==> src/rtl/spiq_pkg.sv <==
package spiq_pkg;
  localparam int BYTE_W = 8;

  localparam logic [6:0] A_DIV  = 7'h00;
  localparam logic [6:0] A_MODE = 7'h01;
  localparam logic [6:0] A_CTRL = 7'h02;
  localparam logic [6:0] A_STAT = 7'h03;
  localparam logic [6:0] A_SPTR = 7'h04;
  localparam logic [6:0] A_EPTR = 7'h05;
  localparam logic [6:0] A_CPTR = 7'h06;
  localparam logic [6:0] A_CSEL = 7'h07;
  localparam logic [6:0] A_LOCK = 7'h08;

  localparam logic [1:0] RGN_TX  = 2'b01;
  localparam logic [1:0] RGN_RX  = 2'b10;
  localparam logic [1:0] RGN_CMD = 2'b11;

  typedef enum logic [2:0] {
    ST_IDLE, ST_LEAD, ST_SHIFT, ST_TRAIL, ST_GAP
  } eng_state_t;
endpackage

==> src/rtl/spiq_clkgen.sv <==
module spiq_clkgen #(
  parameter int DIV_W = 8
) (
  input  logic             clk,
  input  logic             rst_n,
  input  logic             run,
  input  logic [DIV_W-1:0] div_eff,
  output logic             tick
);
  logic [DIV_W-1:0] cnt_q, cnt_n;

  always_comb begin
    tick  = run && (cnt_q == div_eff - 1'b1);
    cnt_n = cnt_q;
    if (!run)      cnt_n = '0;
    else if (tick) cnt_n = '0;
    else           cnt_n = cnt_q + 1'b1;
  end

  always_ff @(posedge clk or negedge rst_n) begin
    if (!rst_n) cnt_q <= '0;
    else        cnt_q <= cnt_n;
  end

  // the half period is at least 8 clocks, so ticks never come back to back
  p_tick_spacing_r2: assert property (@(posedge clk) disable iff (!rst_n)
    tick |=> !tick);
endmodule

==> src/rtl/spiq_engine.sv <==
module spiq_engine
  import spiq_pkg::*;
#(
  parameter int PTR_W = 4
) (
  input  logic              clk,
  input  logic              rst_n,
  input  logic              go,
  input  logic              tick,
  input  logic [PTR_W-1:0]  start_ptr,
  input  logic [PTR_W-1:0]  end_ptr,
  input  logic              cpol,
  input  logic              cpha,
  input  logic              cont,
  input  logic [BYTE_W-1:0] tx_byte,
  input  logic              cmd_hold,
  input  logic              miso,
  output logic              busy,
  output logic [PTR_W-1:0]  slot,
  output logic              sck,
  output logic              mosi,
  output logic              cs_active,
  output logic              rx_we,
  output logic [BYTE_W-1:0] rx_data,
  output logic              done_pulse
);
  localparam int EDGE_W = $clog2(2 * BYTE_W);

  eng_state_t        st_q, st_n;
  logic [PTR_W-1:0]  slot_n;
  logic [EDGE_W-1:0] edge_q, edge_n;
  logic              sck_n, csa_n, shift_ok;
  logic [BYTE_W-1:0] tx_q, tx_n, rx_q, rx_n;

  assign shift_ok = cpha ? (edge_q != '0) : (edge_q != '1);

  always_comb begin
    st_n       = st_q;
    slot_n     = slot;
    edge_n     = edge_q;
    sck_n      = sck;
    tx_n       = tx_q;
    rx_n       = rx_q;
    csa_n      = cs_active;
    rx_we      = 1'b0;
    done_pulse = 1'b0;
    unique case (st_q)
      ST_IDLE: begin
        sck_n = cpol;
        csa_n = cs_active & cont;
        if (go) begin
          st_n   = ST_LEAD;
          slot_n = start_ptr;
          csa_n  = 1'b1;
        end
      end
      ST_LEAD: begin
        tx_n  = tx_byte;
        sck_n = cpol;
        if (tick) begin
          st_n   = ST_SHIFT;
          edge_n = '0;
        end
      end
      ST_SHIFT: begin
        if (tick) begin
          sck_n = ~sck;
          if (edge_q[0] == cpha) rx_n = {rx_q[BYTE_W-2:0], miso};
          else if (shift_ok)     tx_n = {tx_q[BYTE_W-2:0], 1'b0};
          edge_n = edge_q + 1'b1;
          if (edge_q == '1) st_n = ST_TRAIL;
        end
      end
      ST_TRAIL: begin
        if (tick) begin
          rx_we = 1'b1;
          if (slot == end_ptr) begin
            done_pulse = 1'b1;
            st_n       = ST_IDLE;
            csa_n      = cmd_hold & cont;
          end else begin
            slot_n = slot + 1'b1;
            csa_n  = cmd_hold;
            st_n   = cmd_hold ? ST_LEAD : ST_GAP;
          end
        end
      end
      ST_GAP: begin
        if (tick) begin
          st_n  = ST_LEAD;
          csa_n = 1'b1;
        end
      end
      default: st_n = ST_IDLE;
    endcase
  end

  always_ff @(posedge clk or negedge rst_n) begin
    if (!rst_n) begin
      st_q      <= ST_IDLE;
      slot      <= '0;
      edge_q    <= '0;
      sck       <= 1'b0;
      tx_q      <= '0;
      rx_q      <= '0;
      cs_active <= 1'b0;
    end else begin
      st_q      <= st_n;
      slot      <= slot_n;
      edge_q    <= edge_n;
      sck       <= sck_n;
      tx_q      <= tx_n;
      rx_q      <= rx_n;
      cs_active <= csa_n;
    end
  end

  assign busy    = (st_q != ST_IDLE);
  assign mosi    = tx_q[BYTE_W-1];
  assign rx_data = rx_q;

  // the select never moves while bits are being clocked
  p_cs_steady_shift_r5: assert property (@(posedge clk) disable iff (!rst_n)
    (st_q == ST_SHIFT && $past(st_q == ST_SHIFT)) |-> $stable(cs_active));
  // after 16 edges the clock is parked at its idle level
  p_sck_home_r7: assert property (@(posedge clk) disable iff (!rst_n)
    (st_q == ST_TRAIL) |-> (sck == cpol));
endmodule

==> src/rtl/spiq_regs.sv <==
module spiq_regs
  import spiq_pkg::*;
#(
  parameter int SLOTS   = 16,
  parameter int PTR_W   = 4,
  parameter int DIV_W   = 8,
  parameter int DIV_MIN = 8,
  parameter int NCS     = 8,
  parameter int AW      = 7,
  parameter int DW      = 8
) (
  input  logic              clk,
  input  logic              rst_n,
  input  logic              bus_we,
  input  logic [AW-1:0]     bus_addr,
  input  logic [DW-1:0]     bus_wdata,
  output logic [DW-1:0]     bus_rdata,
  input  logic              busy,
  input  logic              done_pulse,
  input  logic [PTR_W-1:0]  eng_slot,
  input  logic              rx_we,
  input  logic [BYTE_W-1:0] rx_data,
  output logic [DIV_W-1:0]  div_eff,
  output logic              cpol,
  output logic              cpha,
  output logic              cont,
  output logic              go,
  output logic [PTR_W-1:0]  start_ptr,
  output logic [PTR_W-1:0]  end_ptr,
  output logic [BYTE_W-1:0] tx_byte,
  output logic              cmd_hold,
  output logic [NCS-1:0]    cs_sel,
  output logic              irq
);
  localparam logic [DIV_W-1:0] DIV_FLOOR = DIV_W'(DIV_MIN);

  logic [DIV_W-1:0] div_q, div_n;
  logic [7:0]       mode_q, mode_n;
  logic             start_q, start_n, ie_q, ie_n, cont_q, cont_n;
  logic             done_q, done_n, lock_q, lock_n;
  logic [PTR_W-1:0] sptr_q, sptr_n, eptr_q, eptr_n;
  logic [NCS-1:0]   csel_q, csel_n;
  logic [SLOTS-1:0][BYTE_W-1:0] tx_mem, tx_mem_n, rx_mem, rx_mem_n;
  logic [SLOTS-1:0][BYTE_W-1:0] cmd_mem, cmd_mem_n;

  logic [1:0] rgn;
  logic [3:0] widx;
  logic       slot_ok;

  assign rgn     = bus_addr[AW-1:AW-2];
  assign widx    = bus_addr[4:1];
  assign slot_ok = int'(widx) < SLOTS;
  assign go      = bus_we && (bus_addr == A_CTRL) && bus_wdata[6] && !busy;

  always_comb begin
    div_n = div_q;  mode_n = mode_q;  start_n = start_q; ie_n = ie_q;
    cont_n = cont_q; done_n = done_q; lock_n = lock_q;
    sptr_n = sptr_q; eptr_n = eptr_q; csel_n = csel_q;
    tx_mem_n = tx_mem; rx_mem_n = rx_mem; cmd_mem_n = cmd_mem;
    if (bus_we) begin
      if (bus_addr == A_DIV)  div_n  = bus_wdata[DIV_W-1:0];
      if (bus_addr == A_MODE) mode_n = bus_wdata[7:0];
      if (bus_addr == A_CTRL) begin
        cont_n = bus_wdata[7];
        ie_n   = bus_wdata[5];
        if (go) start_n = 1'b1;
      end
      if (bus_addr == A_STAT && !bus_wdata[0]) done_n = 1'b0;
      if (bus_addr == A_SPTR) sptr_n = bus_wdata[PTR_W-1:0];
      if (bus_addr == A_EPTR) eptr_n = bus_wdata[PTR_W-1:0];
      if (bus_addr == A_CSEL) csel_n = bus_wdata[NCS-1:0];
      if (bus_addr == A_LOCK) lock_n = bus_wdata[0];
      if (!busy && slot_ok && rgn == RGN_TX && !bus_addr[0])
        tx_mem_n[widx[PTR_W-1:0]] = bus_wdata[BYTE_W-1:0];
      if (!busy && rgn == RGN_CMD && !bus_addr[4] && int'(bus_addr[3:0]) < SLOTS)
        cmd_mem_n[bus_addr[PTR_W-1:0]] = bus_wdata[BYTE_W-1:0];
    end
    if (rx_we) rx_mem_n[eng_slot] = rx_data;
    if (done_pulse) begin
      done_n  = 1'b1;
      start_n = 1'b0;
    end
  end

  always_ff @(posedge clk or negedge rst_n) begin
    if (!rst_n) begin
      div_q <= '0; mode_q <= '0; start_q <= 1'b0; ie_q <= 1'b0;
      cont_q <= 1'b0; done_q <= 1'b0; lock_q <= 1'b0;
      sptr_q <= '0; eptr_q <= '0; csel_q <= '0;
      tx_mem <= '0; rx_mem <= '0; cmd_mem <= '0;
    end else begin
      div_q <= div_n; mode_q <= mode_n; start_q <= start_n; ie_q <= ie_n;
      cont_q <= cont_n; done_q <= done_n; lock_q <= lock_n;
      sptr_q <= sptr_n; eptr_q <= eptr_n; csel_q <= csel_n;
      tx_mem <= tx_mem_n; rx_mem <= rx_mem_n; cmd_mem <= cmd_mem_n;
    end
  end

  always_comb begin
    bus_rdata = '0;
    if      (bus_addr == A_DIV)  bus_rdata = DW'(div_q);
    else if (bus_addr == A_MODE) bus_rdata = DW'(mode_q);
    else if (bus_addr == A_CTRL) bus_rdata = DW'({cont_q, start_q, ie_q, 5'b0});
    else if (bus_addr == A_STAT) bus_rdata = DW'(done_q);
    else if (bus_addr == A_SPTR) bus_rdata = DW'(sptr_q);
    else if (bus_addr == A_EPTR) bus_rdata = DW'(eptr_q);
    else if (bus_addr == A_CPTR) bus_rdata = DW'(eng_slot);
    else if (bus_addr == A_CSEL) bus_rdata = DW'(csel_q);
    else if (bus_addr == A_LOCK) bus_rdata = DW'(lock_q);
    else if (slot_ok && rgn == RGN_TX && !bus_addr[0])
      bus_rdata = DW'(tx_mem[widx[PTR_W-1:0]]);
    else if (slot_ok && rgn == RGN_RX && bus_addr[0])
      bus_rdata = DW'(rx_mem[widx[PTR_W-1:0]]);
    else if (rgn == RGN_CMD && !bus_addr[4] && int'(bus_addr[3:0]) < SLOTS)
      bus_rdata = DW'(cmd_mem[bus_addr[PTR_W-1:0]]);
  end

  assign div_eff   = (div_q < DIV_FLOOR) ? DIV_FLOOR : div_q;
  assign cpha      = mode_q[0];
  assign cpol      = mode_q[1];
  assign cont      = cont_q;
  assign start_ptr = sptr_q;
  assign end_ptr   = eptr_q;
  assign tx_byte   = tx_mem[eng_slot];
  assign cmd_hold  = cmd_mem[eng_slot][7];
  assign cs_sel    = csel_q;
  assign irq       = done_q & ie_q;

  // the start bit drops once the queue reports completion
  p_start_drops_r6: assert property (@(posedge clk) disable iff (!rst_n)
    done_pulse |=> !start_q);
  // slot contents are frozen while the engine stays busy
  p_tx_frozen_r10: assert property (@(posedge clk) disable iff (!rst_n)
    (busy && $past(busy)) |-> $stable(tx_mem));
  p_cmd_frozen_r10: assert property (@(posedge clk) disable iff (!rst_n)
    (busy && $past(busy)) |-> $stable(cmd_mem));
endmodule

==> src/rtl/spiq_top.sv <==
module spiq_top
  import spiq_pkg::*;
#(
  parameter int SLOTS   = 16,
  parameter int DIV_W   = 8,
  parameter int DIV_MIN = 8,
  parameter int NCS     = 8,
  parameter int AW      = 7,
  parameter int DW      = 8
) (
  input  logic           clk,
  input  logic           rst_n,
  input  logic           bus_we,
  input  logic [AW-1:0]  bus_addr,
  input  logic [DW-1:0]  bus_wdata,
  output logic [DW-1:0]  bus_rdata,
  output logic           spi_sck,
  output logic           spi_mosi,
  input  logic           spi_miso,
  output logic [NCS-1:0] spi_cs_n,
  output logic           irq
);
  localparam int PTR_W = $clog2(SLOTS);

  logic              busy, done_pulse, rx_we, go, tick;
  logic              cpol, cpha, cont, cmd_hold, cs_active;
  logic [PTR_W-1:0]  slot, start_ptr, end_ptr;
  logic [BYTE_W-1:0] rx_data, tx_byte;
  logic [DIV_W-1:0]  div_eff;
  logic [NCS-1:0]    cs_sel;

  spiq_regs #(
    .SLOTS(SLOTS), .PTR_W(PTR_W), .DIV_W(DIV_W), .DIV_MIN(DIV_MIN),
    .NCS(NCS), .AW(AW), .DW(DW)
  ) u_regs (
    .clk, .rst_n, .bus_we, .bus_addr, .bus_wdata, .bus_rdata,
    .busy, .done_pulse, .eng_slot(slot), .rx_we, .rx_data,
    .div_eff, .cpol, .cpha, .cont, .go, .start_ptr, .end_ptr,
    .tx_byte, .cmd_hold, .cs_sel, .irq
  );

  spiq_clkgen #(.DIV_W(DIV_W)) u_clkgen (
    .clk, .rst_n, .run(busy), .div_eff, .tick
  );

  spiq_engine #(.PTR_W(PTR_W)) u_engine (
    .clk, .rst_n, .go, .tick, .start_ptr, .end_ptr, .cpol, .cpha, .cont,
    .tx_byte, .cmd_hold, .miso(spi_miso), .busy, .slot, .sck(spi_sck),
    .mosi(spi_mosi), .cs_active, .rx_we, .rx_data, .done_pulse
  );

  for (genvar i = 0; i < NCS; i++) begin : g_cs
    assign spi_cs_n[i] = ~(cs_sel[i] & cs_active);
  end
endmodule

==> config.mk <==
export PLATFORM = sky130hd
export DESIGN_NAME = spiq_top
export DESIGN_NICKNAME = d
export VERILOG_FILES = /design/src/rtl/spiq_pkg.sv /design/src/rtl/spiq_clkgen.sv /design/src/rtl/spiq_engine.sv /design/src/rtl/spiq_regs.sv /design/src/rtl/spiq_top.sv
export SDC_FILE = /design/constraint.sdc
export NUM_CORES = 1
export LEC_CHECK = 0
export BUFFER_PORTS_ARGS = -buffer_cell sky130_fd_sc_hd__buf_2
export CAP_MARGIN = 0
export CORE_UTILIZATION = 55
export CTS_CLUSTER_SIZE = 30
export DETAILED_ROUTE_END_ITERATION = 10
export HOLD_SLACK_MARGIN = 0.03
export PLACE_DENSITY = 0.71
export SYNTH_ARGS = -nofsm -noshare
export SYNTH_HDL_FRONTEND = slang
export SYNTH_SLANG_ARGS = --single-unit
==> constraint.sdc <==
create_clock -name clk -period 5.6 [get_ports clk]
set_input_delay 0 -clock clk [delete_from_list [all_inputs] [get_ports clk]]
set_output_delay 0 -clock clk [all_outputs]
set_load 0.02 [all_outputs]
==> out/results.ini, run 1 <==
[run_status]
status=finished clean

[clock_network]
cts_buffers=49
cts_tree=built
cts_resized=0
clkSinkCount=458
htree_levels=2
clk_latency_ns=0.57
clockBufferDepth=3
cts-root-buf=clkbuf_16
clk_pin_slew_ns=0.06

[critical_path]
required_ns=6.05
start_kind=register
cp-end-kind=register
critPathKind=register to register
path_max_fanout=27
critPathArrivalTime_ns=4.67

[synthesis]
ys_warn_count=0
synth_cells=1634
yosysUniqueCellTypes=69
synthMuxAreaShare_pct=37.4
synth-simple-area-share_pct=6.62
synth_fp_nets=1661
async_reset_ff_share_pct=100
synth.top_cell.area_share_pct=48.8
synth_area_leaders=dfrtp_1, mux2_2, mux4_2, mux2i_1, mux2_4
post_synth_xor_area_fraction_pct=0.672
synth_area_mm2=0.0235
syn_area_per_cell_um2=14.4
synth_fa_ha_area_share_pct=0.427
synth_edf_count=0
synth_top_family_by_area=multiplexers
synth-compound-area-share_pct=3.43
ys_ff_latch=458
ys.flop_type=dfrtp_1
ys_seq_area_share_pct=48.8
synth_area_leader_cell=dfrtp_1

[route]
via_per_inst=6.54
totalWireLength_um=57100
drc=0
vias=14346
ant_nets=0
wl_per_cell_um=26.0
drt_iter0_drc=1413
first_pass_iters=7

[timing]
slew-limit-headroom_pct=26.1
holdWs_ns=0.0751
fmax_mhz=237
fin_skew_ns=0.00943
period_share_pct=75.4
tns_ns=0
period_minus_slack_ns=4.22
maxSlewViolCount=0
finalHoldViolations=0
tightestPinTransition_ns=1.11
rsz0062_at_grt=no
setup_ws_ns=1.38
setup_viol=0

[die]
core_mm2=0.0420
fp.dieH_um=209
rows=75
fp.dieW_um=209
initial_core_util_pct=55.8
io_pins=38
dieArea_mm2=0.0435

[worst_hold_path]
holdCritPathClass=input port to asynchronous set/reset pin

[grt]
grt_max_degree=190
grt_use_total_pct=27.4
grt_pass1_vias=14646
grt_pass1_wl_um=90500
antenna_found_initial=1
overflow=0

[power]
peakVddDrop_mv=0.366
power_density_mw_per_mm2=327
leakage_nw=12.1

[placed_design]
pre_cts_slack_ns=1.44
hpwlAfterDp_um=36300
portBuffers=37
gp_congestion=0.926

[finish]
nets=1646
fillCellCount=3183
final_common_cell=dfrtp_1
utilization_pct=61.0
final_cell_mix=dfrtp_1, mux2_2, mux4_2, nand2_1, nor2_1
num_antenna_cells=0
drive_gt1_share_pct=45.8
syn2layout_area_growth_pct=9.23

[job]
drv_cap=0

## what timing repair did
action                                 in CTS  in global routing
hold buffers                                6                  0
setup buffers                               0                  0
endpoints found under the hold margin      81                  0
setup endpoints to repair                   0                  0
## Yosys cell counts, types with 3 or more instances
cell,instances
clkbuf_1,59
xor2_1,9
nand4_1,8
o31ai_1,5
buf_2,31
nor4_1,6
mux2_4,24
mux2i_1,38
o22ai_1,4
nand4_2,4
o21a_1,5
nor2b_1,14
buf_4,4
nand4_4,12
nor3_1,14
a221oi_1,3
o211ai_1,5
a32o_1,3
nor2_1,51
mux4_2,146
and3_1,5
or2_2,4
or3_1,10
nand2b_1,5
a31oi_1,14
a211oi_1,4
o21ai_0,30
inv_1,12
nand3_1,27
buf_1,26
nor3b_1,4
nand3b_1,6
xnor2_1,9
nand2_1,73
a22oi_1,5
a41oi_1,3
a21oi_1,20
mux2_2,422
ha_1,8
dfrtp_1,458
and2_1,9
## metal layers
metal	vias up	part of all wire (%)	track usage (%)
li1	6135	-	-
met1	7628	45	40.9
met2	501	46	41.5
met3	80	7.1	5.50
met4	2	2.0	6.41
met5	-	0.023	0
## layout make-up
cell class | count | area, µm² | share of cell area (%)
sequential | 458 | 11500 | 44.7
multi-input combinational | 1039 | 11400 | 44.5
clock buffer | 70 | 1400 | 5.44
tap | 539 | 674 | 2.63
timing repair buffer | 58 | 434 | 1.69
clock inverter | 18 | 219 | 0.854
inverter | 13 | 48.8 | 0.190
## state kept, by name (all words and copies together) (netlist names), 3 cells and up
signal,flops
u_regs.cmd_mem,128
u_regs.rx_mem,128
u_regs.tx_mem,128
u_clkgen.cnt_q,8
u_engine.rx_data,8
u_engine.tx_q,8
u_regs.cs_sel,8
u_regs.div_q,8
u_regs.mode_q,8
u_engine.edge_q,4
u_engine.slot,4
u_regs.end_ptr,4
u_regs.start_ptr,4
u_engine.st_q,3
## cells by family (layout without fill, tap and decap cells)
group                      Yosys count  after routing
buffers and inverters              137            159
muxes                              630            630
adders and majority gates            8              8
xor gates and xnor gates            18             18
AOI/OAI and AO/OA                  119            119
and+or+nand+nor                    264            264
DFF                                458            458
## per-stage QoR
step | power, mW | cell area (µm²) | cells
global placement | 5.13 | 23900 | 2101
finish | 8.39 | 25600 | 2195
CTS | 8.45 | 25600 | 2195
detailed placement | 5.17 | 23900 | 2101
global route | 8.73 | 25600 | 2195
floorplan | 4.76 | 23500 | 1634
## final timing paths
path,endpoint,cells past startpoint,slack (ns),from
min,u_regs.cmd_mem[5],3,0.08,rst_n
min reg2reg,u_regs.rx_mem[43],1,0.50,u_regs.rx_mem[43]
max in group asynchronous,u_regs.rx_mem[17],3,4.58,rst_n
max,u_regs.rx_mem[91],11,1.38,u_regs.div_q[4]
min in group clk,u_regs.done_q,4,0.12,bus_addr[1]
max reg2reg,u_regs.rx_mem[91],11,1.38,u_regs.div_q[4]
## critical path, stage by stage (launching register included)
cell and delay (ns):
dfrtp_1 0.48, nor3_1 0.34, nand2_1 0.12, nand2_1 0.09, ha_1 0.19, nor3b_2 0.33
mux2i_1 0.23, o32ai_1 0.13, a2111oi_4 0.36, and3_2 0.92, nand4_2 0.48, mux2_2 0.40
## power by group
group	switching, mW	leakage [nW]	internal, mW	total (mW)
clock network	1.31	0.804	1.96	3.26
registers	0.307	6.32	3.51	3.81
logic	0.767	5.01	0.543	1.31
total	2.38	12.1	6.01	8.39
(Power assumes the default switching activity.)
==> inputs of run 2 (changes only) <==
- ABC_AREA: default -> 1
- clock period: 5.6 -> 3.95 ns (I/O delays scaled with it)
==> run 2 against run 1 <==
Compared with the run above:
- utilization grew 1.3 points
- register-to-register slack lost 0.79 ns
- critical endpoint is now bus_rdata[6]
- hold slack lost 0.024 ns
- sequential share of layout area grew 2.6 points
- clock skew grew 0.0090 ns
- critical path depth grew 1
- design area shrank 5.4%
- first-iteration DRC count grew 77%
- largest power group unchanged
==> out/results.ini, run 2 <==
[critical_path]
start_kind=input port  ; was register
critPathKind=input port to primary output  ; was register to register
path_max_fanout=24  ; was 27
critPathArrivalTime_ns=3.52  ; was 4.67 ns
r2r-start=u_regs.div_q[6]  ; was u_regs.div_q[4]
cp-end-kind=primary output  ; was register
reg2reg_depth=14  ; was 11
r2r_slack_ns=0.59  ; was 1.38 ns
required_ns=3.95  ; was 6.05 ns
regToRegEndpoint=u_regs.rx_mem[121]  ; was u_regs.rx_mem[91]

[finish]
utilization_pct=62.3  ; was 61.0%
final_common_cell=nand2_1  ; was dfrtp_1
syn2layout_area_growth_pct=11.2  ; was 9.23%
num_antenna_cells=0  ; unchanged
largest_registers=u_regs.cmd_mem: 128 flops, u_regs.rx_mem: 128 flops, u_regs.tx_mem: 128 flops  ; unchanged
nets=2683  ; was 1646
final_cell_mix=nand2_1, o21ai_0, dfrtp_1, nor2_1, o22ai_1  ; was dfrtp_1, mux2_2, mux4_2, nand2_1, nor2_1
fillCellCount=3433  ; was 3183
drive_gt1_share_pct=7.95  ; was 45.8%

[power]
power_density_mw_per_mm2=539  ; was 327 mW/mm²
peakVddDrop_mv=0.387  ; was 0.366 mV
leakage_nw=11.0  ; was 12.1 nW

[worst_hold_path]
holdCritPathClass=input port to register  ; was input port to asynchronous set/reset pin
whs_endpoint=u_regs.cmd_mem[30]
hold_start=bus_wdata[6]
hold_depth=4

[clock_network]
clockBufferDepth=3  ; unchanged
cts_setup_buffers=0  ; unchanged
clkSinkCount=458  ; unchanged
cts_tree=built  ; unchanged
cts_buffers=49  ; unchanged
clk_pin_slew_ns=0.06  ; about the same
htree_levels=2  ; unchanged
cts-root-buf=clkbuf_16  ; unchanged
clk_latency_ns=0.59  ; was 0.57 ns

[synthesis]
synth_common_cells=nand2_1, o21ai_0, dfrtp_1, nor2_1, clkbuf_1  ; was dfrtp_1, mux2_2, mux4_2, nand2_1, clkbuf_1
synth_area_leader_cell=dfrtp_1  ; unchanged
synth_area_mm2=0.0218  ; was 0.0235 mm²
ys.flop_type=dfrtp_1  ; unchanged
synth_area_leaders=dfrtp_1, nand2_1, o21ai_0, o22ai_1, nor2_1  ; was dfrtp_1, mux2_2, mux4_2, mux2i_1, mux2_4
yosysMostFrequentCell=nand2_1  ; was dfrtp_1
synth.top_cell.area_share_pct=52.6  ; was 48.8%
synth_cells=2674  ; was 1634
ys_ff_latch=458  ; unchanged
synth_edf_count=0  ; unchanged
async_reset_ff_share_pct=100  ; unchanged
ys_seq_area_share_pct=52.6  ; was 48.8%
syn_area_per_cell_um2=8.15  ; was 14.4 µm²
synth_fp_nets=2701  ; was 1661
ys_warn_count=0  ; unchanged
yosysUniqueCellTypes=40  ; was 69

[die]
dieArea_mm2=0.0404  ; was 0.0435 mm²
core_mm2=0.0389  ; was 0.0420 mm²
initial_core_util_pct=56.0  ; was 55.8%
fp.dieH_um=201  ; was 209 µm
fp.dieW_um=201  ; was 209 µm
io_pins=38  ; unchanged
rows=72  ; was 75

[timing]
tightestPinTransition_ns=1.19  ; was 1.11 ns
tns_ns=0  ; unchanged
finalHoldViolations=0  ; unchanged
rsz0062_at_grt=no  ; unchanged
period_minus_slack_ns=3.52
fmax_mhz=284
period_share_pct=89.1
setup_viol=0  ; unchanged
maxSlewViolCount=0  ; unchanged
fin_skew_ns=0.0184  ; was 0.00943 ns
holdWs_ns=0.0514  ; was 0.0751 ns
slew-limit-headroom_pct=20.4  ; was 26.1%

[route]
drc=0  ; unchanged
vias=19623  ; was 14346
wl_per_cell_um=20.8  ; was 26.0 µm
via_per_inst=6.11  ; was 6.54
ant_nets=0  ; unchanged
drt_iter0_drc=2504  ; was 1413
first_pass_iters=6  ; was 7
totalWireLength_um=66900  ; was 57100 µm

[placed_design]
hpwlAfterDp_um=42600  ; was 36300 µm
portBuffers=37  ; unchanged
gp_congestion=0.904  ; was 0.926

[run_status]
status=finished clean  ; unchanged

[job]
drv_cap=0  ; unchanged

[grt]
grt_pass1_wl_um=105000  ; was 90500 µm
grt_max_degree=132  ; was 190
grt_pass1_vias=18600  ; was 14646
grt_use_total_pct=33.4  ; was 27.4%
antenna_found_initial=1  ; unchanged
overflow=0  ; unchanged

## run 2: cell type report
cell class	count	area, µm²	share of cell area, %
sequential	458	11500	47.3
timing repair buffer	94	768	3.17
clock buffer	65	1390	5.72
multi-input combinational	1935	9220	38.1
tap	518	648	2.67
clock inverter	23	308	1.27
inverter	118	443	1.83
## run 2: worst max-delay path by stage
| stage | from | end | slack, ns | cells past startpoint |
|---|---|---|---|---|
| floorplan | u_regs.div_q[5] | u_regs.rx_mem[37] | 1.29 | 16 |
| global placement | bus_addr[1] | bus_rdata[6] | 0.62 | 12 |
| detailed placement | bus_addr[1] | bus_rdata[6] | 0.66 | 12 |
| CTS | u_regs.div_q[6] | u_regs.rx_mem[121] | 0.61 | 14 |
| global route | bus_addr[1] | bus_rdata[6] | 0.28 | 12 |
| finish | bus_addr[1] | bus_rdata[6] | 0.43 | 12 |
## run 2: logic make-up (layout without fill, tap and decap cells)
| group | Yosys count | in the layout | share of synthesized area, % |
|---|---|---|---|
| adder cells (fa/ha/maj) | 8 | 8 | 0.459 |
| flip-flops | 458 | 458 | 52.6 |
| AND/OR/NAND/NOR | 1062 | 1062 | 20.0 |
| AO/OA/AOI/OAI | 850 | 850 | 21.2 |
| buffers and inverters | 281 | 300 | 5.22 |
| XOR/XNOR | 15 | 15 | 0.602 |
## run 2: report_power, final
group / internal, mW / switching (mW)
combinational: 0.866 / 2.00
sequential: 5.04 / 0.321
clock: 2.92 / 1.92
total: 8.82 / 4.24
## run 2: worst max-delay path, stage by stage
cell and delay [ns]:
buf_2 0.16, inv_1 0.33, nand2_1 0.39, inv_1 0.49, a22oi_1 0.32, a21oi_1 0.11
or2_2 0.33, o21ai_0 0.53, nand3_1 0.33, nor2_1 0.21, nand4_1 0.11, buf_2 0.18
## run 2: metal layers
metal	part of all wire, %	GRT usage, %
met1	42	47.7
met2	44	50.6
met3	9.2	5.43
met4	4.1	14.3
met5	0.025	0
## run 2: repair_timing
item,4_1_cts,5_1_grt
gates resized for setup,0,0
endpoints found under the hold margin,230,0
hold buffers,13,0
## run 2: through the flow
step / setup WS (ns) / total power [mW] / instances / instance area [µm²]
after CTS: 0.609 / 13.1 / 3211 / 24200
after global routing: 0.284 / 13.6 / 3211 / 24200
after global placement: 0.619 / 8.14 / 3110 / 22400
after detailed placement: 0.662 / 8.21 / 3110 / 22400
final: 0.431 / 13.1 / 3211 / 24200
after floorplan: 1.29 / 7.21 / 2674 / 21800
